<file path="config.mk">
export PLATFORM = sky130hd
export DESIGN_NAME = rtc_calendar_core
export DESIGN_NICKNAME = d
export VERILOG_FILES = /design/src/rtl/rtc_cal_pkg.sv /design/src/rtl/rtc_prescaler.sv /design/src/rtl/rtc_time_chain.sv /design/src/rtl/rtc_date_chain.sv /design/src/rtl/rtc_calendar_core.sv
export SDC_FILE = /design/constraint.sdc
export NUM_CORES = 1
export LEC_CHECK = 0
export ABC_AREA = 1
export CORE_MARGIN = 5
export CORE_UTILIZATION = 40
export CTS_CLUSTER_DIAMETER = 150
export DETAILED_ROUTE_END_ITERATION = 8
export PLACE_DENSITY = 0.72
export SYNTH_ARGS = -nofsm -noshare
export SYNTH_HDL_FRONTEND = slang
export SYNTH_SLANG_ARGS = --single-unit
</file>
<file path="constraint.sdc">
create_clock -name clk -period 3 [get_ports clk]
set_input_delay 0.9 -clock clk [delete_from_list [all_inputs] [get_ports clk]]
set_output_delay 0.9 -clock clk [all_outputs]
set_load 0.1 [all_outputs]
</file>
<file path="src/rtl/rtc_cal_pkg.sv">
// Shared constants, write-select codes and the month-length function
// for the calendar counter. Assumes months are numbered 1..12.
package rtc_cal_pkg;

    typedef enum logic [2:0] {
        SEL_MODE  = 3'd0,
        SEL_SEC   = 3'd1,
        SEL_MIN   = 3'd2,
        SEL_HOUR  = 3'd3,
        SEL_DAY   = 3'd4,
        SEL_MONTH = 3'd5,
        SEL_LEAP  = 3'd6,
        SEL_NONE  = 3'd7
    } wr_sel_e;

    localparam int SEC_W   = 6;
    localparam int MIN_W   = 6;
    localparam int HOUR_W  = 5;
    localparam int DAY_W   = 5;
    localparam int MONTH_W = 4;

    localparam int MODE_H12_BIT = 2;
    localparam int MODE_RUN_BIT = 3;
    localparam int MODE_XT_LSB  = 6;

    // Number of days in a month; February depends on the leap phase.
    function automatic logic [DAY_W-1:0] month_len(input logic [MONTH_W-1:0] m,
                                                   input logic [1:0] lp);
        case (m)
            4'd2:                      month_len = (lp == 2'd0) ? 5'd29 : 5'd28;
            4'd4, 4'd6, 4'd9, 4'd11:   month_len = 5'd30;
            default:                   month_len = 5'd31;
        endcase
    endfunction

endpackage

</file>
<file path="src/rtl/rtc_prescaler.sv">
// Divides the oscillator clock to a one-cycle tick per second.
// Assumes every ratio parameter is at least 1 and fits in CNT_W bits.
// The count is held at zero whenever run is low.
module rtc_prescaler #(
    parameter int unsigned F_XT0 = 32768,
    parameter int unsigned F_XT1 = 4194304,
    parameter int unsigned F_XT2 = 4915200,
    parameter int unsigned F_XT3 = 32000,
    parameter int          CNT_W = 23
) (
    input  logic       clk,
    input  logic       rst_n,
    input  logic       run,
    input  logic [1:0] xt_code,
    output logic       tick
);
    logic [CNT_W-1:0] cnt;
    logic [CNT_W-1:0] lim;

    // Pick the division ratio from the crystal code.
    always_comb begin
        case (xt_code)
            2'd0:    lim = CNT_W'(F_XT0);
            2'd1:    lim = CNT_W'(F_XT1);
            2'd2:    lim = CNT_W'(F_XT2);
            default: lim = CNT_W'(F_XT3);
        endcase
    end

    assign tick = run && (cnt >= lim - 1'b1);

    // Count oscillator cycles; clear when stopped or at the tick.
    always_ff @(posedge clk) begin
        if (!rst_n || !run) cnt <= '0;
        else if (tick)      cnt <= '0;
        else                cnt <= cnt + 1'b1;
    end
endmodule

</file>
<file path="src/rtl/rtc_time_chain.sv">
// Seconds, minutes and hours counters with 12/24 hour formats.
// Assumes adv is already suppressed in cycles that carry a host write.
// Raises day_carry in the cycle whose edge leaves the last second of a day.
module rtc_time_chain
    import rtc_cal_pkg::*;
(
    input  logic              clk,
    input  logic              rst_n,
    input  logic              adv,
    input  logic              h12,
    input  logic              wr_sec,
    input  logic              wr_min,
    input  logic              wr_hour,
    input  logic [7:0]        wdata,
    output logic [SEC_W-1:0]  sec,
    output logic [MIN_W-1:0]  min,
    output logic [HOUR_W-1:0] hour,
    output logic              pm,
    output logic              day_carry
);
    logic sec_last, min_last, hour_last, hour_step;

    assign sec_last  = (sec >= 6'd59);
    assign min_last  = (min >= 6'd59);
    assign hour_last = h12 ? (hour == 5'd11 && pm) : (hour >= 5'd23);
    assign hour_step = adv && sec_last && min_last;
    assign day_carry = hour_step && hour_last;

    // Seconds counter.
    always_ff @(posedge clk) begin
        if (!rst_n)       sec <= '0;
        else if (wr_sec)  sec <= wdata[SEC_W-1:0];
        else if (adv)     sec <= sec_last ? '0 : sec + 1'b1;
    end

    // Minutes counter, stepped by the seconds wrap.
    always_ff @(posedge clk) begin
        if (!rst_n)                min <= '0;
        else if (wr_min)           min <= wdata[MIN_W-1:0];
        else if (adv && sec_last)  min <= min_last ? '0 : min + 1'b1;
    end

    // Hours counter and PM flag in the selected format.
    always_ff @(posedge clk) begin
        if (!rst_n) begin
            hour <= '0;
            pm   <= 1'b0;
        end else if (wr_hour) begin
            hour <= h12 ? {1'b0, wdata[3:0]} : wdata[HOUR_W-1:0];
            pm   <= h12 ? wdata[7] : 1'b0;
        end else if (hour_step) begin
            if (h12) begin
                if (hour == 5'd11) begin
                    hour <= 5'd12;
                    pm   <= ~pm;
                end else if (hour >= 5'd12) begin
                    hour <= 5'd1;
                end else begin
                    hour <= hour + 1'b1;
                end
            end else begin
                hour <= hour_last ? '0 : hour + 1'b1;
            end
        end
    end
endmodule

</file>
<file path="src/rtl/rtc_date_chain.sv">
// Day-of-month, month and leap-phase counters.
// Assumes adv is the day carry from the time chain. Out-of-range
// written values fall back to day 1 / month 1 on the next carry.
module rtc_date_chain
    import rtc_cal_pkg::*;
(
    input  logic               clk,
    input  logic               rst_n,
    input  logic               adv,
    input  logic               wr_day,
    input  logic               wr_month,
    input  logic               wr_leap,
    input  logic [7:0]         wdata,
    output logic [DAY_W-1:0]   day,
    output logic [MONTH_W-1:0] month,
    output logic [1:0]         leap
);
    logic day_last, year_last;

    assign day_last  = (day >= month_len(month, leap));
    assign year_last = (month >= 4'd12);

    // Day of month.
    always_ff @(posedge clk) begin
        if (!rst_n)       day <= 5'd1;
        else if (wr_day)  day <= wdata[DAY_W-1:0];
        else if (adv)     day <= day_last ? 5'd1 : day + 1'b1;
    end

    // Month, stepped when the last day of the month rolls over.
    always_ff @(posedge clk) begin
        if (!rst_n)                month <= 4'd1;
        else if (wr_month)         month <= wdata[MONTH_W-1:0];
        else if (adv && day_last)  month <= year_last ? 4'd1 : month + 1'b1;
    end

    // Leap phase, stepped at the end of December 31.
    always_ff @(posedge clk) begin
        if (!rst_n)                            leap <= 2'd0;
        else if (wr_leap)                      leap <= wdata[1:0];
        else if (adv && day_last && year_last) leap <= leap + 1'b1;
    end
endmodule

</file>
<file path="src/rtl/rtc_calendar_core.sv">
// Top of the calendar counter: mode register, oscillator gating of
// the run bit, write decode, prescaler and the two counter chains.
// Assumes osc_ok and osc_fail are already synchronous to clk.
module rtc_calendar_core
    import rtc_cal_pkg::*;
#(
    parameter int unsigned F_XT0 = 32768,
    parameter int unsigned F_XT1 = 4194304,
    parameter int unsigned F_XT2 = 4915200,
    parameter int unsigned F_XT3 = 32000
) (
    input  logic               clk,
    input  logic               rst_n,
    input  logic               osc_ok,
    input  logic               osc_fail,
    input  logic               wr_en,
    input  logic [2:0]         wr_sel,
    input  logic [7:0]         wr_data,
    output logic               run,
    output logic               tick,
    output logic [SEC_W-1:0]   seconds,
    output logic [MIN_W-1:0]   minutes,
    output logic [HOUR_W-1:0]  hours,
    output logic               pm,
    output logic [DAY_W-1:0]   day,
    output logic [MONTH_W-1:0] month,
    output logic [1:0]         leap_phase
);
    localparam int unsigned F_MAX01 = (F_XT0 > F_XT1) ? F_XT0 : F_XT1;
    localparam int unsigned F_MAX23 = (F_XT2 > F_XT3) ? F_XT2 : F_XT3;
    localparam int unsigned F_MAX   = (F_MAX01 > F_MAX23) ? F_MAX01 : F_MAX23;
    localparam int          CNT_W   = $clog2(F_MAX + 1);

    wr_sel_e    wsel;
    logic       osc_good_q;
    logic       h12_q;
    logic [1:0] xt_q;
    logic       adv, day_carry;

    assign wsel = wr_en ? wr_sel_e'(wr_sel) : SEL_NONE;
    assign adv  = tick && !wr_en;

    // Track whether the oscillator has been declared good since the last failure.
    always_ff @(posedge clk) begin
        if (!rst_n || osc_fail) osc_good_q <= 1'b0;
        else if (osc_ok)        osc_good_q <= 1'b1;
    end

    // Mode register; run is forced low on failure and gated by oscillator health.
    always_ff @(posedge clk) begin
        if (!rst_n) begin
            run   <= 1'b0;
            h12_q <= 1'b0;
            xt_q  <= 2'd0;
        end else begin
            if (osc_fail)
                run <= 1'b0;
            else if (wsel == SEL_MODE)
                run <= wr_data[MODE_RUN_BIT] && osc_good_q;
            if (wsel == SEL_MODE) begin
                h12_q <= wr_data[MODE_H12_BIT];
                xt_q  <= wr_data[MODE_XT_LSB +: 2];
            end
        end
    end

    rtc_prescaler #(
        .F_XT0 (F_XT0), .F_XT1 (F_XT1), .F_XT2 (F_XT2), .F_XT3 (F_XT3),
        .CNT_W (CNT_W)
    ) u_presc (
        .clk     (clk),
        .rst_n   (rst_n),
        .run     (run),
        .xt_code (xt_q),
        .tick    (tick)
    );

    rtc_time_chain u_time (
        .clk       (clk),
        .rst_n     (rst_n),
        .adv       (adv),
        .h12       (h12_q),
        .wr_sec    (wsel == SEL_SEC),
        .wr_min    (wsel == SEL_MIN),
        .wr_hour   (wsel == SEL_HOUR),
        .wdata     (wr_data),
        .sec       (seconds),
        .min       (minutes),
        .hour      (hours),
        .pm        (pm),
        .day_carry (day_carry)
    );

    rtc_date_chain u_date (
        .clk      (clk),
        .rst_n    (rst_n),
        .adv      (day_carry),
        .wr_day   (wsel == SEL_DAY),
        .wr_month (wsel == SEL_MONTH),
        .wr_leap  (wsel == SEL_LEAP),
        .wdata    (wr_data),
        .day      (day),
        .month    (month),
        .leap     (leap_phase)
    );
endmodule

</file>
# Yosys cells after proc, flatten, opt, wreduce, memory -nomap -nowiden
# Cells that the tools add are included.
dict set report word_totals {
  regBits 57
  elab_cells 103
}
dict set report op_classes {
  n_addsub 8
  order_cmp 7
  n_eq_ne 14
  muxes 31
  bitwise_logic 2
  n_reduce_logical 29
}
# op count
set op_table {}
lappend op_table {{23-bit case mux with 3 select lines} 1}
lappend op_table {{5-bit 2-to-1 mux} 10}
lappend op_table {{6-bit 2-to-1 mux} 6}
lappend op_table {{23-bit by 1-bit adder with 23-bit output, second input constant} 1}
lappend op_table {{23-bit >= comparator} 1}
lappend op_table {{23-bit by 1-bit subtractor with 23-bit output, second input constant} 1}
lappend op_table {{2-bit nonzero test} 8}
lappend op_table {{6-bit by 1-bit adder with 6-bit output, second input constant} 2}
lappend op_table {{6-bit >= comparator, second input constant} 2}
lappend op_table {{4-bit 2-to-1 mux} 3}
lappend op_table {{5-bit by 1-bit adder with 5-bit output, second input constant} 2}
lappend op_table {{5-bit case mux with 2 select lines} 1}
lappend op_table {{3-bit == test, second input constant} 3}
lappend op_table {{1-bit logical AND} 9}
lappend op_table {{4-bit by 3-bit == test with 1-bit output, second input constant} 2}
lappend op_table {{4-bit == test, second input constant} 2}
lappend op_table {{1-bit 2-to-1 mux} 7}
lappend op_table {{3-bit by 2-bit == test with 1-bit output, second input constant} 2}
lappend op_table {{5-bit by 4-bit == test with 1-bit output, second input constant} 1}
lappend op_table {{5-bit by 4-bit >= comparator with 1-bit output, second input constant} 1}
lappend op_table {{5-bit >= comparator} 1}
lappend op_table {{5-bit >= comparator, second input constant} 1}
lappend op_table {{4-bit by 1-bit adder with 4-bit output, second input constant} 1}
lappend op_table {{4-bit by 2-bit == test with 1-bit output, second input constant} 1}
lappend op_table {{15 further kinds} 22}

# Depth between registers and ports, before layout
# Gate-level depths: netlist of run 1.
dict set report logic_depth {
  depth_word 13
  ltp_mapped 19
}

# Cells and area by module
# From an unflattened synthesis of run 1, not the netlist that was laid out.
dict set report unflattened {
  hier_cells 580
  area_unflattened_um2 3903.7
}
# module n_inst cells_each area_each_um2 seq_area_each_um2
set modules_own_cells {}
lappend modules_own_cells {rtc_prescaler 1 227 1600.3 460.4}
lappend modules_own_cells {rtc_time_chain 1 193 1234.9 360.3}
lappend modules_own_cells {rtc_date_chain 1 115 777.0 220.2}
lappend modules_own_cells {rtc_calendar_core 1 45 291.5 100.1}

# Worst setup path after synthesis of run 1
# No wires, ideal clock.
dict set report synth_timing {
  kind {flip-flop to output port}
  startpoint {reg xt_q[0]}
  endpoint {out tick}
  arrival_time_ps 2223
  required_ps 2100
  slack_ps -123
  stages_incl_launch_ff 12
  n_path_buf 0
  path_cell_list {dfxtp_1 -> inv_1 -> ha_1 -> ha_1 -> nand2_1 -> nor2_1 -> nand2_1 -> nor2_1 -> nand2_1 -> nand3_2 -> nand2_1 -> inv_1}
}
dict set report synth_between {
  elab_chain_len 5
  elab_cells_between_ends 7
  cone_classes {add/sub: 1; order compare: 1; eq/ne: 2; mux: 1; reduce/logical: 2}
}
# element line_no
set synth_rtl {}
lappend synth_rtl {{start: declaration} rtc_calendar_core.sv:37} ;# logic [1:0] xt_q;
lappend synth_rtl {{start signal: assignment} rtc_calendar_core.sv:62} ;# xt_q <= wr_data[MODE_XT_LSB +: 2];
lappend synth_rtl {{2-bit == test, or another cell as far along} rtc_prescaler.sv:22} ;# case (xt_code)
lappend synth_rtl {{23-bit case mux with 3 select lines *} rtc_prescaler.sv:22}
lappend synth_rtl {{23-bit by 1-bit subtractor with 23-bit output *} rtc_prescaler.sv:30} ;# assign tick = run && (cnt >= lim - 1'b1);
lappend synth_rtl {{23-bit >= comparator *} rtc_prescaler.sv:30}
lappend synth_rtl {{1-bit logical AND *} rtc_prescaler.sv:30}
lappend synth_rtl {{end: declaration} rtc_calendar_core.sv:20} ;# output logic tick,
# Every way passes the cells marked *; elsewhere a longest branch is shown, timed or not.

# Worst setup path in the final report of run 1
# Ends and elaborated chain as after synthesis.

==> flow_summary_export.csv, run 1 <==
group,metric,value,unit
outcome,outcome,"complete, but fails checks",
outcome,violations,"setup timing",
floorplan,die_h,105,um
timing,clock_skew,0.00878,ns
floorplan,die_area,11000,um2
timing,worst_slack,-0.0555,ns
detailed_routing,vias,3533,
hold_path,hold_depth,1,
setup_path,cpPeakStageDelay,0.39,ns
timing,maxSlewViolCount,0,
clocking,clkTransAtPathRegs,0.07,ns
synth,yosysSeqAreaShare,0.315,
run,drv_cap,0,
global_routing,met3_usage,0.0277,
timing,rsz0062_at_grt,"yes",
placement,io_buffers,46,
synth,synth_cell_types,40,
synth,synthArstFlopShare,0,
timing,clock.fmax,327,MHz
setup_path,crit_family,"simple AND/OR/NAND/NOR gates",
floorplan,initial_core_util,0.413,
clocking,numCtsBuffers,9,
timing,tightestPinTransition,0.734,ns
timing,finalSetupViolations,1,
setup_path,arrival,2.16,ns
detailed_routing,dr.pass1.iters,4,
synth,synthCells,515,
detailed_routing,drt_iter0_markers,102,
floorplan,die_width,105,um
synth,synth_area_per_cell,7.03,um2
global_routing,grt_usage,0.165,
timing,fin_crit_sh,1.02,
synth,synth_ff_type,"dfxtp_1",
placement,dp_cells,670,
floorplan,rows,34,
setup_path,path_depth,12,
synth,synth.top_cell.area_share,0.315,
setup_path,critPathSlowestCell,"dfxtp_4",
power_and_ir_drop,ir_drop,0.000259,V
setup_path,reg2regPathDepth,17,
placement,gp_congestion,0.910,
detailed_routing,viasPerCell,5.12,
setup_path,crit_type,"reg -> out",
clocking,worstSkewPairLatency,0.34,ns
global_routing,busiest_layer,"met2",
detailed_routing,wl_per_cell,13.0,um
clocking,cts-htree-levels,3,
clocking,cts_sinks,57,
global_routing,grtUsageMet1,0.208,
synth,ys_ff_latch,57,
placement,place.detailed.hpwl,6720,um
synth,yosys_warnings,0,
timing,worst_hold_slack,0.467,ns
detailed_routing,drcViolationCount,0,
setup_path,worstPathMaxFanout,4,
synth,netlist_area,3620,um2
synth,syn_nets,558,
floorplan,core,8760,um2
synth,yosys-top-cells-area,"dfxtp_1 32%, nand2_1 10%, ha_1 9.3%, inv_1 7.1%, nor2_1 6.8%",
synth,synth_commonest_cells,"97 x nand2_1, 68 x inv_1, 66 x nor2_1",
final_layout,fin_nets,620,
synth,yosysTopAreaCell,"dfxtp_1",
synth,synth.most_common_cell,"nand2_1",
global_routing,first_global_vias,3381,
clocking,cts_hold_buffers,0,
global_routing,grt_overflow,0,
floorplan,boundaryPins,47,
final_layout,final_layout_size_suffix_gt1_frac,0.180,
clocking,cts_buffer_depth,2,
timing,fin_crit,3.06,ns
hold_path,hold_path_class,"reg -> reg",
synth,synth_edf_count,0,
power_and_ir_drop,power.leakage,1.91,nW
setup_path,crit_path_end_kind,"output port",
final_layout,instances_no_fill,690,
power_and_ir_drop,p_per_area,395,nW/um2
timing,finalHoldViolCount,0,
timing,slew_headroom,0.510,
setup_path,start_kind,"flip-flop",
detailed_routing,wl,8960,um
final_layout,syn2layout_area_growth,26.5,%
global_routing,grt_util_met2,0.276,
final_layout,n_antenna_cell,0,
detailed_routing,ant_nets,0,
global_routing,grt_pass1_wl,15200,um
clocking,cts_root_buffer,"clkbuf_8",
global_routing,grt_max_degree,23,
setup_path,worstPathRequired,2.10,ns
setup_path,cp.buffers_inverters,3,
global_routing,grt_antenna_before_repair,0,
setup_path,path_cells,"inv_4 > ha_4 > ha_4 > nand2_1 > nor2_2 > nand2_1 > nor2_1 > nor2_2 > nand3_2 > nand2_2 > clkinvlp_4 > buf_12",
clocking,cts_tree,"yes",
[worst paths after layout]
path | startpoint | to | slack [ns]
worst min register to register | u_presc.cnt[0] | u_presc.cnt[0] | 0.47
worst max register to register | xt_q[0] | u_date.day[4] | 0.44
worst max-delay path | xt_q[0] | tick | -0.06
worst min-delay path | u_presc.cnt[0] | u_presc.cnt[0] | 0.47
[worst register-to-register path, stage by stage (launching register included)]
cell and delay (ns):
dfxtp_4 0.39, inv_4 0.05, ha_4 0.24, ha_4 0.27
nand2_1 0.05, nor2_2 0.13, nand2_1 0.08, nor2_1 0.13
nor2_2 0.06, nand3_2 0.07, buf_4 0.10, buf_4 0.10
nand4_4 0.16, nor2_8 0.23, nand2_4 0.10, nand2_2 0.13
nand2_1 0.07, a21oi_1 0.12
[cell usage in the layout (no fill, tap or decap), types with 4 or more instances in the layout]
cell             netlist  routed
nand2_2                4       7
inv_2                  3       5
xor2_1                 8       8
nand4_1                9       9
nor3_1                10      10
a21oi_1               41      39
o21ai_0               23      23
dfxtp_1               57      55
nand3_1               32      32
clkbuf_8               0      10
ha_1                  27      18
xnor2_1               14      14
nand2_1               97      94
o22ai_1                9       9
nor2_2                 3       5
inv_1                 68      63
buf_4                  0      40
clkdlybuf4s50_1        0      15
nor2_1                66      64
nor3b_1                4       4
ha_4                   0       9
[routing by layer]
metal  vias up  share of wire
li1       1819              -
met1      1609           0.45
met2        90           0.48
met3        15          0.051
met4         0          0.017
met5         -              0
[cell families after synthesis]
logic type	synth area share
simple gates	0.325
compound gates	0.131
buf+inv	0.0819
flops	0.315
fa+ha+maj	0.0934
xor+xnor	0.0533
[layout make-up]
| class | count | area (um2) |
|---|---|---|
| Clock inverter | 5 | 78.8 |
| Timing Repair Buffer | 56 | 470 |
| Inverter | 74 | 289 |
| Clock buffer | 11 | 141 |
| Tap cell | 108 | 135 |
| Multi-Input combinational cell | 379 | 2310 |
| Sequential cell | 57 | 1150 |
| Fill cell | 822 | 4190 |
[sequential cells by signal, indices dropped and copies added (netlist names)]
| name | cells |
|---|---|
| xt_q | 2 |
| u_time.sec | 6 |
| u_time.hour | 5 |
| osc_good_q | 1 |
| run | 1 |
| u_date.leap | 2 |
| u_date.month | 4 |
| u_presc.cnt | 23 |
| u_time.pm | 1 |
| u_date.day | 5 |
| h12_q | 1 |
| u_time.min | 6 |
[timing repair]
action | in CTS | in global routing
pin swaps | 9 | 4
resized for setup | 24 | 4
setup buffers | 2 | 2
endpoints found under the setup margin | 1 | 1
[stage by stage]
step                area [um2]  worst slack (ns)  TNS, ns   util  power (mW)
floorplan                 3620           0.00765        0      -       0.936
global placement          4180            0.0808        0  0.477        1.00
detailed placement        4180           0.00601        0  0.477        1.00
CTS                       4540           -0.0757  -0.0757  0.519        1.83
global route              4580            -0.197   -0.197  0.522        1.88
finish                    4580           -0.0555  -0.0555  0.522        1.81
[power by group]
group / switching [mW] / internal, mW
clock: 0.320 / 0.489
sequential: 0.0146 / 0.767
combinational: 0.148 / 0.0685
total: 0.482 / 1.32
Power figures use the tool's default switching activity.
==> run 2: changes to the inputs <==
Clock period 3 ns to 3.7 ns, I/O delays scaled along.
==> run 2 against run 1 <==
- the flow now finishes without violations
- global-route usage fell by 0.49 points
- register-to-register slack improved by 0.55 ns
- combinational power fell by 23%
- wire length is 0.79% lower
- cell area is 4.1% lower
- flip-flop and latch count did not move
- critical endpoint unchanged
- worst setup slack improved by 0.25 ns
==> flow_summary_export.csv, run 2 (synthesized netlist as in run 1, its figures left out) <==
group,metric,value,unit
timing,fin_setup_tns,0,ns
final_layout,regMostFlops,"u_presc.cnt",
placement,dpl_cell_area,4150,um2
floorplan,die_width,105,um
timing,tightestPinTransition,0.742,ns
final_layout,layout_common_cells,"97 x nand2_1, 68 x inv_1, 66 x nor2_1, 57 x dfxtp_1, 41 x a21oi_1",
final_layout,final_layout_size_suffix_gt1_frac,0.129,
power_and_ir_drop,p_per_area,347,nW/um2
global_routing,grt_pass1_wl,14800,um
clocking,cts_hold_buffers,0,
clocking,cts-htree-levels,3,
final_layout,final_common_cell,"nand2_1",
clocking,cts_tree,"yes",
final_layout,fin_nets,612,
placement,place_ws,0.473,ns
setup_path,arrival,2.39,ns
timing,clock_skew,0.0139,ns
detailed_routing,drcViolationCount,0,
clocking,cts_resized,0,
setup_path,worstPathRequired,2.59,ns
setup_path,start_kind,"flip-flop",
clocking,cts_setup_buffers,0,
outcome,outcome,"completed",
clocking,cts_root_buffer,"clkbuf_8",
detailed_routing,wl,8890,um
final_layout,n_antenna_cell,0,
clocking,numCtsBuffers,9,
placement,io_buffers,46,
timing,rsz0062_at_grt,"no",
final_layout,syn2layout_area_growth,21.3,%
global_routing,grt_overflow,0,
run,drv_cap,0,
global_routing,grt_antenna_before_repair,0,
power_and_ir_drop,power.total,1.52,mW
floorplan,boundaryPins,47,
floorplan,initial_core_util,0.413,
global_routing,grt_max_degree,23,
detailed_routing,viasPerCell,5.22,
timing,fin_crit_sh,0.946,
detailed_routing,dr.pass1.iters,4,
timing,worst_slack,0.199,ns
detailed_routing,ant_nets,0,
detailed_routing,vias,3560,
global_routing,grt_usage,0.160,
detailed_routing,drt_iter0_markers,174,
final_layout,final_area,4390,um2
global_routing,first_global_vias,3331,
timing,slew_headroom,0.505,
power_and_ir_drop,ir_drop,0.000181,V
floorplan,core,8760,um2
power_and_ir_drop,power.leakage,1.87,nW
timing,fin_crit,3.50,ns
setup_path,crit_path_end_kind,"output port",
setup_path,worstPathMaxFanout,4,
timing,maxSlewViolCount,0,
clocking,cts_buffer_depth,2,
setup_path,crit_type,"reg -> out",
placement,gp_congestion,0.895,
final_layout,largest_reg_flops,23,
hold_path,hold_path_class,"reg -> reg",
floorplan,rows,34,
floorplan,die_area,11000,um2
placement,place.detailed.hpwl,6810,um
timing,finalHoldViolCount,0,
detailed_routing,wl_per_cell,13.0,um
timing,finalSetupViolations,0,
clocking,clkTransAtPathRegs,0.07,ns
timing,clock.fmax,286,MHz
floorplan,die_h,105,um
final_layout,reg_top3,"u_presc.cnt (23), u_time.min (6), u_time.sec (6)",
clocking,cts_sinks,57,
clocking,worstSkewPairLatency,0.34,ns
==> run 2: changes by cell type in the layout (fill, tap and decap cells not counted), moves of 3 or more <==
cell and delta:
inv_1 +5, ha_4 -9, ha_1 +9, nand2_1 +3, nand2_2 -3, buf_4 -8
==> run 2: worst paths after layout <==
kind                   from              to  slack [ns]  cells after the start
max                 xt_q[0]            tick        0.20                     12
max reg2reg         xt_q[0]  u_presc.cnt[6]        0.99                     15
min reg2reg  u_presc.cnt[0]  u_presc.cnt[0]        0.47                      1
min          u_presc.cnt[0]  u_presc.cnt[0]        0.47                      1
==> run 2: layout make-up <==
class / instances / area (um2)
repair buffers: 48 / 410
clock buffers: 11 / 141
multi-input cells: 379 / 2180
clock inverters: 5 / 103
fillers: 856 / 4370
well taps: 108 / 135
flip-flops and latches: 57 / 1140
inverters: 74 / 278
==> run 2: where the power goes <==
part	internal, mW	switching, mW
combinational	0.0498	0.117
clock	0.465	0.256
sequential	0.622	0.0113
==> run 2: critical path, cell delays in order (launching register included) <==
cell and delay, ns:
dfxtp_1 0.38, inv_1 0.07, ha_1 0.34, ha_1 0.31
nand2_1 0.07, nor2_1 0.12, nand2_1 0.08, nor2_1 0.10
nand2_1 0.06, nand3_2 0.10, nand2_1 0.07, inv_1 0.15
buf_12 0.19
==> run 2: layer usage <==
layer | track usage | share of wire | vias to the layer above
met3 | 0.0290 | 0.036 | 19
met4 | 0.0840 | 0.028 | 0
met1 | 0.194 | 0.45 | 1643
met5 | 0 | 0 | -
li1 | - | - | 1812
met2 | 0.269 | 0.49 | 86
==> run 2: per-stage QoR <==
stage / cells / hold WS (ns) / utilization
floorplan: 515 / 0.430 / -
global placement: 666 / 0.443 / 0.473
detailed placement: 666 / 0.452 / 0.473
CTS: 682 / 0.469 / 0.501
global route: 682 / 0.490 / 0.501
finish: 682 / 0.466 / 0.501
